**src/rtl/pm_wake_pkg.sv**
```systemverilog
package pm_wake_pkg;
  localparam int NUM_SRC   = 3;
  localparam int SRC_LINK  = 0;
  localparam int SRC_MAGIC = 1;
  localparam int SRC_FRAME = 2;
  typedef logic [NUM_SRC-1:0] wake_vec_t;
endpackage

```
**src/rtl/pm_rst_sync.sv**
```systemverilog
module pm_rst_sync #(
  parameter int STAGES = 2
) (
  input  logic clk,
  input  logic rst_n,
  output logic rst_sync_n
);
  logic [STAGES-1:0] chain_q;
  logic [STAGES-1:0] chain_d;

  always_comb begin
    chain_d = {chain_q[STAGES-2:0], 1'b1};
  end

  always_ff @(posedge clk or negedge rst_n) begin
    if (!rst_n) chain_q <= '0;
    else        chain_q <= chain_d;
  end

  assign rst_sync_n = chain_q[STAGES-1];
endmodule

```
**src/rtl/pm_cap_mask.sv**
```systemverilog
module pm_cap_mask #(
  parameter int          CAP_W    = 16,
  parameter logic [15:0] CLR_BITS = 16'hC081
) (
  input  logic [CAP_W-1:0] cap_in,
  input  logic             aux_ok,
  output logic [CAP_W-1:0] cap_out
);
  localparam logic [CAP_W-1:0] KEEP = ~CAP_W'(CLR_BITS);

  always_comb begin
    if (aux_ok) cap_out = cap_in;
    else        cap_out = cap_in & KEEP;
  end
endmodule

```
**src/rtl/pm_link_rise.sv**
```systemverilog
module pm_link_rise #(
  parameter int STAGES = 2
) (
  input  logic clk,
  input  logic rst_n,
  input  logic link_async,
  output logic link_rise
);
  logic [STAGES-1:0] sync_q;
  logic [STAGES-1:0] sync_d;
  logic              prev_q;
  logic              prev_d;

  generate
    for (genvar s = 0; s < STAGES; s++) begin : g_stage
      if (s == 0) begin : g_first
        always_comb sync_d[s] = link_async;
      end else begin : g_next
        always_comb sync_d[s] = sync_q[s-1];
      end
    end
  endgenerate

  always_comb begin
    prev_d    = sync_q[STAGES-1];
    link_rise = sync_q[STAGES-1] & ~prev_q;
  end

  always_ff @(posedge clk or negedge rst_n) begin
    if (!rst_n) begin
      sync_q <= '0;
      prev_q <= 1'b0;
    end else begin
      sync_q <= sync_d;
      prev_q <= prev_d;
    end
  end
endmodule

```
**src/rtl/pm_wake_status.sv**
```systemverilog
module pm_wake_status
  import pm_wake_pkg::*;
(
  input  logic      clk,
  input  logic      rst_n,
  input  wake_vec_t set_vec,
  input  logic      clr_wr,
  input  wake_vec_t clr_mask,
  output wake_vec_t status,
  output logic      pme_n
);
  wake_vec_t stat_q, stat_d;
  logic      pme_q, pme_d;
  logic      upd_en;

  always_comb begin
    upd_en = clr_wr | (|set_vec);
    stat_d = stat_q;
    if (clr_wr) stat_d = stat_d & ~clr_mask;
    stat_d = stat_d | set_vec;
    pme_d  = ~(|stat_d);
  end

  always_ff @(posedge clk or negedge rst_n) begin
    if (!rst_n) begin
      stat_q <= '0;
      pme_q  <= 1'b1;
    end else if (upd_en) begin
      stat_q <= stat_d;
      pme_q  <= pme_d;
    end
  end

  assign status = stat_q;
  assign pme_n  = pme_q;
endmodule

```
**src/rtl/pm_wake_ctrl.sv**
```systemverilog
module pm_wake_ctrl
  import pm_wake_pkg::*;
#(
  parameter int          CAP_W       = 16,
  parameter logic [15:0] CAP_CLR     = 16'hC081,
  parameter int          SYNC_STAGES = 2
) (
  input  logic             clk,
  input  logic             rst_n,
  input  logic [CAP_W-1:0] cap_stored,
  input  logic             aux_present,
  input  logic             cfg_pme_en,
  input  logic             cfg_link_wake_en,
  input  logic             cfg_magic_wake_en,
  input  logic             pme_allowed,
  input  logic             phy_link_up,
  input  logic             magic_hit,
  input  logic             frame_hit,
  input  logic             clr_wr,
  input  logic [2:0]       clr_mask,
  output logic [CAP_W-1:0] cap_host,
  output logic [2:0]       wake_status,
  output logic             pme_n
);
  logic      rst_int_n;
  logic      link_rise;
  wake_vec_t set_vec;
  wake_vec_t stat_w;

  pm_rst_sync #(.STAGES(SYNC_STAGES)) u_rst (
    .clk(clk), .rst_n(rst_n), .rst_sync_n(rst_int_n)
  );

  pm_cap_mask #(.CAP_W(CAP_W), .CLR_BITS(CAP_CLR)) u_cap (
    .cap_in(cap_stored), .aux_ok(aux_present), .cap_out(cap_host)
  );

  pm_link_rise #(.STAGES(SYNC_STAGES)) u_link (
    .clk(clk), .rst_n(rst_int_n), .link_async(phy_link_up), .link_rise(link_rise)
  );

  always_comb begin
    set_vec            = '0;
    set_vec[SRC_LINK]  = cfg_pme_en & cfg_link_wake_en  & pme_allowed & link_rise;
    set_vec[SRC_MAGIC] = cfg_pme_en & cfg_magic_wake_en & pme_allowed & magic_hit;
    set_vec[SRC_FRAME] = cfg_pme_en & frame_hit;
  end

  pm_wake_status u_stat (
    .clk(clk), .rst_n(rst_int_n), .set_vec(set_vec),
    .clr_wr(clr_wr), .clr_mask(wake_vec_t'(clr_mask)),
    .status(stat_w), .pme_n(pme_n)
  );

  assign wake_status = stat_w;
endmodule

```
**config.mk**
```make
export PLATFORM = sky130hd
export DESIGN_NAME = pm_wake_ctrl
export DESIGN_NICKNAME = d
export VERILOG_FILES = /design/src/rtl/pm_wake_pkg.sv /design/src/rtl/pm_rst_sync.sv /design/src/rtl/pm_cap_mask.sv /design/src/rtl/pm_link_rise.sv /design/src/rtl/pm_wake_status.sv /design/src/rtl/pm_wake_ctrl.sv
export SDC_FILE = /design/constraint.sdc
export NUM_CORES = 1
export LEC_CHECK = 0
export BUFFER_PORTS_ARGS = -buffer_cell sky130_fd_sc_hd__buf_2
export CORE_MARGIN = 2
export CORE_UTILIZATION = 34
export CTS_BUF_LIST = sky130_fd_sc_hd__clkbuf_8 sky130_fd_sc_hd__clkbuf_16
export CTS_CLUSTER_DIAMETER = 30
export DETAILED_ROUTE_END_ITERATION = 12
export PLACE_DENSITY = 0.9
export SYNTH_ARGS = -nofsm -noshare
export SYNTH_HDL_FRONTEND = slang
export SYNTH_HIERARCHICAL = 1
export SYNTH_SLANG_ARGS = --single-unit
```
**constraint.sdc**
```tcl
create_clock -name clk -period 1.2 [get_ports clk]
set_input_delay 0.06 -clock clk [delete_from_list [all_inputs] [get_ports clk]]
set_output_delay 0.06 -clock clk [all_outputs]
set_load 0.005 [all_outputs]
```
==> results of run 1 <==
-- per-stage QoR --
step | hold WS [ns] | TNS [ns] | instances
global placement | -0.153 | -0.0107 | 68
floorplan | -0.236 | 0 | 40
global route | 0.120 | -0.195 | 74
detailed placement | -0.153 | -0.0894 | 68
CTS | 0.112 | -0.123 | 74
finish | 0.101 | -0.113 | 74
-- power groups by stage --
stage / Sequential (mW) / Combinational, mW / Clock (mW)
finish: 0.349 / 0.105 / 0.343
global route: 0.352 / 0.119 / 0.367
CTS: 0.349 / 0.107 / 0.357
detailed placement: 0.354 / 0.101 / 0
global placement: 0.352 / 0.0970 / 0
floorplan: 0.352 / 0.0727 / 0
-- layout by cell type (no fill, tap or decap), types with 2 or more instances in the layout --
cell,count
nand2_1,4
and2_1,4
a21o_1,2
dlygate4sd3_1,2
dfrtp_1,8
clkbuf_8,3
buf_2,25
-- worst max-delay path by stage --
stage	endpoint	slack, ns
6_report	u_stat/pme_n	-0.11
5_1_grt	u_stat/pme_n	-0.20
4_1_cts	u_stat/pme_n	-0.12
3_5_place_dp	u_stat/pme_n	-0.09
3_3_place_gp	u_stat/pme_n	-0.01
2_1_floorplan	u_stat/pme_n	0.002
-- what timing repair did --
| action | in CTS | in global routing |
|---|---|---|
| pin swaps | 0 | 0 |
| hold endpoints to repair | 3 | 0 |
| hold buffers | 2 | 0 |
| endpoints found under the setup margin | 1 | 1 |
| gates cloned | 0 | 0 |
-- cell type report --
cell class	count	area [µm²]	share of cell area, %
clock buffers	3	41.3	7.14
clock inverters	1	3.75	0.649
multi-input cells	19	143	24.7
flip-flops and latches	9	226	39.2
well taps	15	18.8	3.25
repair buffers	27	145	25.1
-- flip-flops by register name, summed over array words and instances, names as in the netlist --
register,cells
u_stat/status,3
u_link/sync_q,2
u_link/prev_q,1
u_stat/pme_n,1
u_rst/chain_q,2
-- metal layers --
layer / wire [µm] / part of all wire (%)
met4: 33 / 3.5
met2: 474 / 50
met1: 269 / 28
met5: 0 / 0
met3: 177 / 19
-- cell families after synthesis --
family	share of synthesized area [%]
simple gates	18.9
buf+inv	20.0
flops	50.3
compound gates	10.0
other cells	0.833
==> summary.md, run 1 <==
| Metric | Value |
|---|---|
| Crit path kind | register to register |
| Htree depth | 1 |
| Avg WL per Cell | 12.9 µm |
| CTS sink cnt | 9 |
| Ys async rst share | 100% |
| Int Power | a little over 0.6 mW |
| Largest stage delay, worst path | 0.39 ns |
| Die height | 40.4 µm |
| Number of fill cells | 126 |
| Area Growth Syn to Fin | 28.3% |
| Buffers on Ports | 25 |
| GR Overflow Total | 0 |
| Post-Syn Area | 450 µm² |
| # IOs | 50 |
| Starting Density | 35.5% |
| Via count | 349 |
| Largest net degree at the start of global routing | 8 |
| Largest cells by area after synthesis | dfrtp_1 44%, buf_4 20%, dfstp_2 5.8%, and2_1 5.6%, and4_1 3.9% |
| Worst-skew pair later-pin latency | 0.24 ns |
| Critical path endpoint category | register |
| CTS buffer count | 3 |
| Post-CTS setup buffer count | 0 |
| First-pass GRT wire length | 1.24 mm |
| Post-synthesis cell count | 40 |
| Final Total Pwr | 0.797 mW |
| Total global-route track usage | 13.2% |
| Routed Antenna Nets | 0 |
| Setup slack, reg-to-reg | -0.11 ns |
| Met2 global-route usage | 23.8% |
| Final core occ | 45.6% |
| Layout cells sized above 1 | 59.3% |
| Die width | 40.4 µm |
| Dpl cell area | 513 µm² |
| Row Count | 13 |
| Fmax | between 0.7 and 0.8 GHz |
| Failing checks | setup timing |
| Design area | 578 µm² |
| Switch Pwr | 0.179 mW |
| Syn_nets | 70 |
| Critical Path, Cell by Cell | nor2b_4 -> and4_4 -> nor4_2 -> a211o_1 -> o31ai_2 |
| Antenna diode count | 0 |
| Die ar. | 1630 µm² |
| Reg-to-reg endpoint | u_stat/pme_n |
| Core box area | 1270 µm² |
| RSZ-0062 raised after global routing | yes |
| Vias in the first global route | 323 |
| CTS resizes | 0 |
| Endpoints failing setup | 1 |
| Setup ws final | -0.113 ns |
| CP Max Fanout | 3 |
| Commonest cells post-synth | 12 x buf_4, 8 x dfrtp_1, 4 x and2_1, 4 x nand2_1 |
| Initial antenna violation count | 0 |
| Max Cap Violations | 0 |
| DRT Wirelength | 955 µm |
| Clock Power Share | 43.1% |
| Final RePlAce weighted congestion | 0.633 |
| Final Max Tran Viols | 0 |
| Final count of hold timing violations | 0 |
| CTS Buffer Depth | 2 |
| Crit start category | register |
| Clk_skew | 0.00417 ns |
| CTS tree | done |
| Comb pwr share | a little over an eighth |
| Period minus WS final | about 1.3 ns |
| Yosys reg bits | 9 |
| Most common cell in the netlist | buf_4 |
| GRT met1 Usage | 9.00% |
| Synth cell types | 14 |
| EDFF count, synth | 0 |
| Leakage | 0.324 nW |
| Area leader, netlist | dfrtp_1 |
| Yosys top cell area share | 44.4% |
| Pre-CTS WS | -0.0894 ns |
| Worst Setup SP | u_link/prev_q |
| CP top delay family | compound AO/OA/AOI/OAI gates |
| Drc violations | 0 |
| Worst Path Buf+Inv | 0 |
| Synth Warn # | 6 |
| Post-DR vias/cell | approximately 4.7 |
| Peak VDD IR | 786 µV |
| First-pass DRT Iterations | 2 |
| Tcrit/Tclk final | 109% |
| R2R cell count | 5 |
| Crit path max-delay cell type | dfrtp_1 |
| Root Buffer | clkbuf_8 |
| Min-Delay Path Class | register to async pin |
| Levels on crit path | 5 |
| Seq pwr share | a little over two fifths |
| Data arrival time of the critical path | 1.46 ns |
| CP required | 1.34 ns |
| Status | complete, but fails checks |
| Power density over cell area | about 1400 nW/µm² |
| Switch share | 22.4% |
| Detailed router's first-iteration violation count | 1 |
| RR Startpoint | u_link/prev_q |
| Post-synthesis area per instance | 11.3 µm² |
| Register area share after synthesis | roughly half |
| Clock slew at reported path FFs | 0.04 ns |
| Total Nets Final | 90 |
| GRT Max-Usage Layer | met2 |
| Met3 usage | 7.78% |
| Dpl hpwl | 781 µm |
| Top_reg_cell synth | dfrtp_1 |
Power figures use the tool's default switching activity.
==> inputs of run 2 (changes only) <==
- RECOVER_POWER: default -> 100
==> run 2 against run 1 <==
Net effect:
- the flow still finishes with violations (setup timing)
- die area is the same
- clock power is essentially flat
- cell count is the same
- power shrank 0.45%
- sequential power is essentially flat
- first-iteration DRC count is the same
- utilization shrank 0.59 points
- clock skew is essentially flat
- worst hold slack is essentially flat
- flip-flop and latch count is the same
- final area shrank 1.3%
==> summary.md, run 2 (synthesis results as in run 1) <==
| Metric | Value |
|---|---|
| Max Cap Violations | 0 |
| Dpl cell area | a little over 500 µm² |
| Routed Antenna Nets | 0 |
| Largest net degree at the start of global routing | 8 |
| Period minus WS final | 1.31 ns |
| Setup ws final | -0.113 ns |
| Number of fill cells | 127 |
| Avg WL per Cell | between 10 and 15 µm |
| CTS buffer count | 3 |
| CP Max Fanout | 3 |
| CTS Buffer Depth | 2 |
| Power density over cell area | ~1400 nW/µm² |
| Post-DR vias/cell | 4.70 |
| Drc violations | 0 |
| Dpl hpwl | 781 µm |
| CTS sink cnt | 9 |
| RSZ-0062 raised after global routing | yes |
| # IOs | 50 |
| Critical path endpoint category | register |
| Htree depth | 1 |
| Final RePlAce weighted congestion | 0.633 |
| CP required | 1.34 ns |
| Failing checks | setup timing |
| Leakage | 0.303 nW |
| Switch Pwr | about 0.18 mW |
| Clock slew at reported path FFs | 0.04 ns |
| First-pass DRT Iterations | 2 |
| Final Max Tran Viols | 0 |
| Buffers on Ports | 25 |
| Worst-skew pair later-pin latency | about 0.24 ns |
| Core box area | about 1300 µm² |
| Clock Power Share | 43.3% |
| Commonest cells after routing, fill and taps aside | 19 x buf_2, 8 x dfrtp_1, 6 x clkbuf_1 |
| Layout cells sized above 1 | 49.2% |
| Comb pwr share | 12.7% |
| Int Power | 0.614 mW |
| Clk_skew | 0.00417 ns |
| Starting Density | 35.5% |
| Area Growth Syn to Fin | 26.7% |
| First-pass GRT wire length | 1.24 mm |
| Most common cell after layout, fill and taps aside | buf_2 |
| Pre-CTS WS | -0.0894 ns |
| Final Total Pwr | 0.793 mW |
| Vias in the first global route | 323 |
| Tcrit/Tclk final | 109% |
| GR Overflow Total | 0 |
| CTS tree | done |
| Crit path kind | register to register |
| Total global-route track usage | a little over an eighth |
| Design area | ~570 µm² |
| CTS resizes | 0 |
| Final core occ | 45.0% |
| Peak VDD IR | between 700 and 800 µV |
| Detailed router's first-iteration violation count | 1 |
| Crit start category | register |
| DRT Wirelength | 957 µm |
| Initial antenna violation count | 0 |
| Die ar. | 1630 µm² |
| Root Buffer | clkbuf_8 |
| Antenna diode count | 0 |
| Die height | 40.4 µm |
| Data arrival time of the critical path | 1.46 ns |
| Final count of hold timing violations | 0 |
| Via count | 348 |
| Seq pwr share | a little over two fifths |
| Endpoints failing setup | 1 |
| Die width | just over 40 µm |
| Total Nets Final | 90 |
| Setup TNS | -0.113 ns |
| Largest register FFs | 3 |
| Status | complete, but fails checks |
| Row Count | 13 |
| Switch share | 22.6% |
| Min-Delay Path Class | register to async pin |
| Fmax | 0.762 GHz |
run 2: cell types whose count changed in the layout (fill, tap and decap cells not counted):
cell / previous run / this run
and2_0: 0 / 2
and2_1: 4 / 2
buf_2: 25 / 19
clkbuf_1: 0 / 6
run 2: per-layer routing:
layer / routed length, µm / part of all wire, % / GRT usage, %
met1: 268 / 28 / 9.00
met2: 474 / 50 / 23.8
met3: 180 / 19 / 7.78
met4: 33 / 3.4 / 11.7
met5: 0 / 0 / 0
run 2: per-stage QoR:
stage / std cells / hold slack, ns
after floorplan: 40 / -0.236
after global placement: 68 / -0.153
after detailed placement: 68 / -0.153
after CTS: 74 / 0.112
after global routing: 74 / 0.120
final: 74 / 0.101
run 2: final timing paths:
kind | slack (ns) | cells past startpoint | start | endpoint
max in group asynchronous | 0.83 | 0 | u_rst/chain_q[1] | u_stat/pme_n
min in group clk | 0.12 | 0 | cap_stored[12] | cap_host[12]
max reg2reg | -0.11 | 5 | u_link/prev_q | u_stat/pme_n
min | 0.10 | 0 | u_rst/chain_q[1] | u_stat/status[0]
min reg2reg | 0.10 | 0 | u_rst/chain_q[1] | u_stat/status[0]
max | -0.11 | 5 | u_link/prev_q | u_stat/pme_n
run 2: cell type report:
type	instances	area, µm²	area share (%)
clock inverters	1	3.75	0.658
repair buffers	27	138	24.1
flip-flops and latches	9	226	39.7
well taps	15	18.8	3.29
clock buffers	3	41.3	7.24
multi-input cells	19	143	25.0
run 2: power by group through the flow:
stage	clock network [mW]	logic, mW	registers (mW)
finish	0.343	0.101	0.349
global placement	0	0.0970	0.352
floorplan	0	0.0727	0.352
CTS	0.357	0.107	0.349
detailed placement	0	0.101	0.354
global route	0.367	0.115	0.352
run 2: what timing repair did:
action                                 4_1_cts  5_1_grt
setup buffers                                0        0
hold buffers                                 2        0
endpoints found under the hold margin        3        0
setup endpoints to repair                    1        1
run 2: worst max-delay path, stage by stage (launching register included):
cell and delay [ns]:
dfrtp_1 0.39, nor2b_4 0.10, and4_4 0.22, nor4_2 0.05, a211o_1 0.24, o31ai_2 0.21
==> inputs of run 3 (changes only) <==
- SETUP_SLACK_MARGIN: default -> 0.1
==> run 3 against run 2 <==
Net effect:
- the flow still finishes with violations (setup timing)
- global-route usage decreased by 1.6 points
- final area increased by 0.22%
- cell count unchanged
- non-clock buffer count unchanged
- count of clock-buffer cells in the layout unchanged
- sequential power about the same
- combinational power about the same
- power decreased by 2.5%
- flip-flop and latch count unchanged
- critical path depth unchanged
- clock power decreased by 5%
- largest power group unchanged
- highest routed layer unchanged
==> summary.md, run 3 (synthesis results as in run 1) <==
| Metric | Value |
|---|---|
| CP Max Fanout | 3 |
| Setup TNS | -0.0711 ns |
| Most common cell after layout, fill and taps aside | buf_2 |
| Post-DR vias/cell | between 4 and 5 |
| Setup ws final | -0.0711 ns |
| Avg WL per Cell | 11.5 µm |
| CTS buffer count | 3 |
| First-pass GRT wire length | ~1.2 mm |
| Dpl hpwl | around 710 µm |
| Worst-skew pair later-pin latency | 0.22 ns |
| Status | complete, but fails checks |
| Endpoints failing setup | 1 |
| Vias in the first global route | approximately 290 |
| CTS sink cnt | 9 |
| Clk_skew | 0.000684 ns |
| Die width | ~40 µm |
| Die height | 40.4 µm |
| Power density over cell area | between 1000 and 1500 nW/µm² |
| Max Cap Violations | 0 |
| Root Buffer | clkbuf_8 |
| Starting Density | 35.5% |
| Final RePlAce weighted congestion | 0.645 |
| CTS tree | done |
| Drc violations | 0 |
| Commonest cells after routing, fill and taps aside | 20 x buf_2, 8 x dfrtp_1, 5 x clkbuf_1 |
| Critical path endpoint category | register |
| Period minus WS final | about 1.3 ns |
| Htree depth | 1 |
| DRT Wirelength | around 850 µm |
| Detailed router's first-iteration violation count | 0 |
| Initial antenna violation count | 0 |
| Total global-route track usage | about 12% |
| Die ar. | 1630 µm² |
| Crit path max-delay cell type | dfrtp_1 |
| Area Growth Syn to Fin | 26.9% |
| Peak VDD IR | 524 µV |
| Buffers on Ports | 25 |
| Final count of hold timing violations | 0 |
| Antenna diode count | 0 |
| Final Max Tran Viols | 0 |
| Min-Delay Path Class | register to async pin |
| Post-CTS setup buffer count | 0 |
| Reg-to-reg endpoint | u_stat/pme_n |
| RR Startpoint | u_link/prev_q |
| RSZ-0062 raised after global routing | yes |
| CP required | 1.34 ns |
| Layout cells sized above 1 | 50.8% |
| Row Count | 13 |
| CTS Buffer Depth | 2 |
| Total Nets Final | 90 |
| CTS resizes | 0 |
| Failing checks | setup timing |
| Largest stage delay, worst path | 0.38 ns |
| Clock slew at reported path FFs | 0.04 ns |
| Crit path kind | register to register |
| Crit start category | register |
| Leakage | 0.306 nW |
| # IOs | 50 |
| Fmax | 0.787 GHz |
| Largest net degree at the start of global routing | 8 |
| GR Overflow Total | 0 |
| R2R cell count | 5 |
| Largest register FFs | 3 |
| Final Total Pwr | about 0.77 mW |
| Core box area | between 1000 and 1500 µm² |
| Tcrit/Tclk final | 106% |
| Via count | 327 |
| Critical Path, Cell by Cell | nor2b_4 -> and4_4 -> nor4_2 -> a211o_1 -> o31ai_2 |
| Routed Antenna Nets | 0 |
| Data arrival time of the critical path | 1.41 ns |
| First-pass DRT Iterations | 1 |
| Setup slack, reg-to-reg | -0.07 ns |
run 3: stage by stage:
stage               hold WS [ns]  util, %  area [µm²]  instances  worst slack (ns)
floorplan                 -0.236        -         459         40           0.00196
global placement          -0.153     40.4         513         68           -0.0144
detailed placement        -0.149     40.4         513         68           -0.0823
CTS                        0.119     45.6         578         74           -0.0877
global route               0.120     45.1         572         74            -0.140
finish                     0.109     45.1         572         74           -0.0711
run 3: what timing repair did:
action	in CTS	in global routing
hold buffers	2	0
endpoints found under the setup margin	1	1
pin swaps	0	0
hold endpoints to repair	3	0
run 3: worst max-delay path: cells and delay by family (launching register included):
kind,cells,cell delay [ns]
AOI/OAI and AO/OA,2,0.43
DFF,1,0.38
and+or+nand+nor,3,0.37
run 3: how the worst max path moves through the flow:
| stage | from | end | slack [ns] |
|---|---|---|---|
| finish | u_link/prev_q | u_stat/pme_n | -0.07 |
| detailed placement | u_link/prev_q | u_stat/pme_n | -0.08 |
| global route | u_link/prev_q | u_stat/pme_n | -0.14 |
| global placement | u_link/prev_q | u_stat/pme_n | -0.01 |
| floorplan | u_link/prev_q | u_stat/pme_n | 0.002 |
| CTS | u_link/prev_q | u_stat/pme_n | -0.09 |
run 3: layer usage:
layer / up-vias / GRT usage [%] / wire [µm]
li1: 158 / - / -
met1: 144 / 11.7 / 292
met2: 23 / 18.7 / 420
met3: 2 / 3.89 / 129
met4: 0 / 10.0 / 6
met5: - / 0 / 0
run 3: final cells by class:
cell class / count / area (µm²)
clock buffer: 3 / 41.3
clock inverter: 1 / 3.75
fill: 130 / 697
multi-input combinational: 19 / 143
sequential: 9 / 226
tap: 15 / 18.8
timing repair buffer: 27 / 139
run 3: power by group:
| group | switching (mW) | internal (mW) | total [mW] | leakage, nW |
|---|---|---|---|---|
| combinational | 0.0401 | 0.0588 | 0.0990 | 0.172 |
| sequential | 0.0166 | 0.333 | 0.350 | 0.107 |
| clock | 0.104 | 0.221 | 0.325 | 0.0269 |
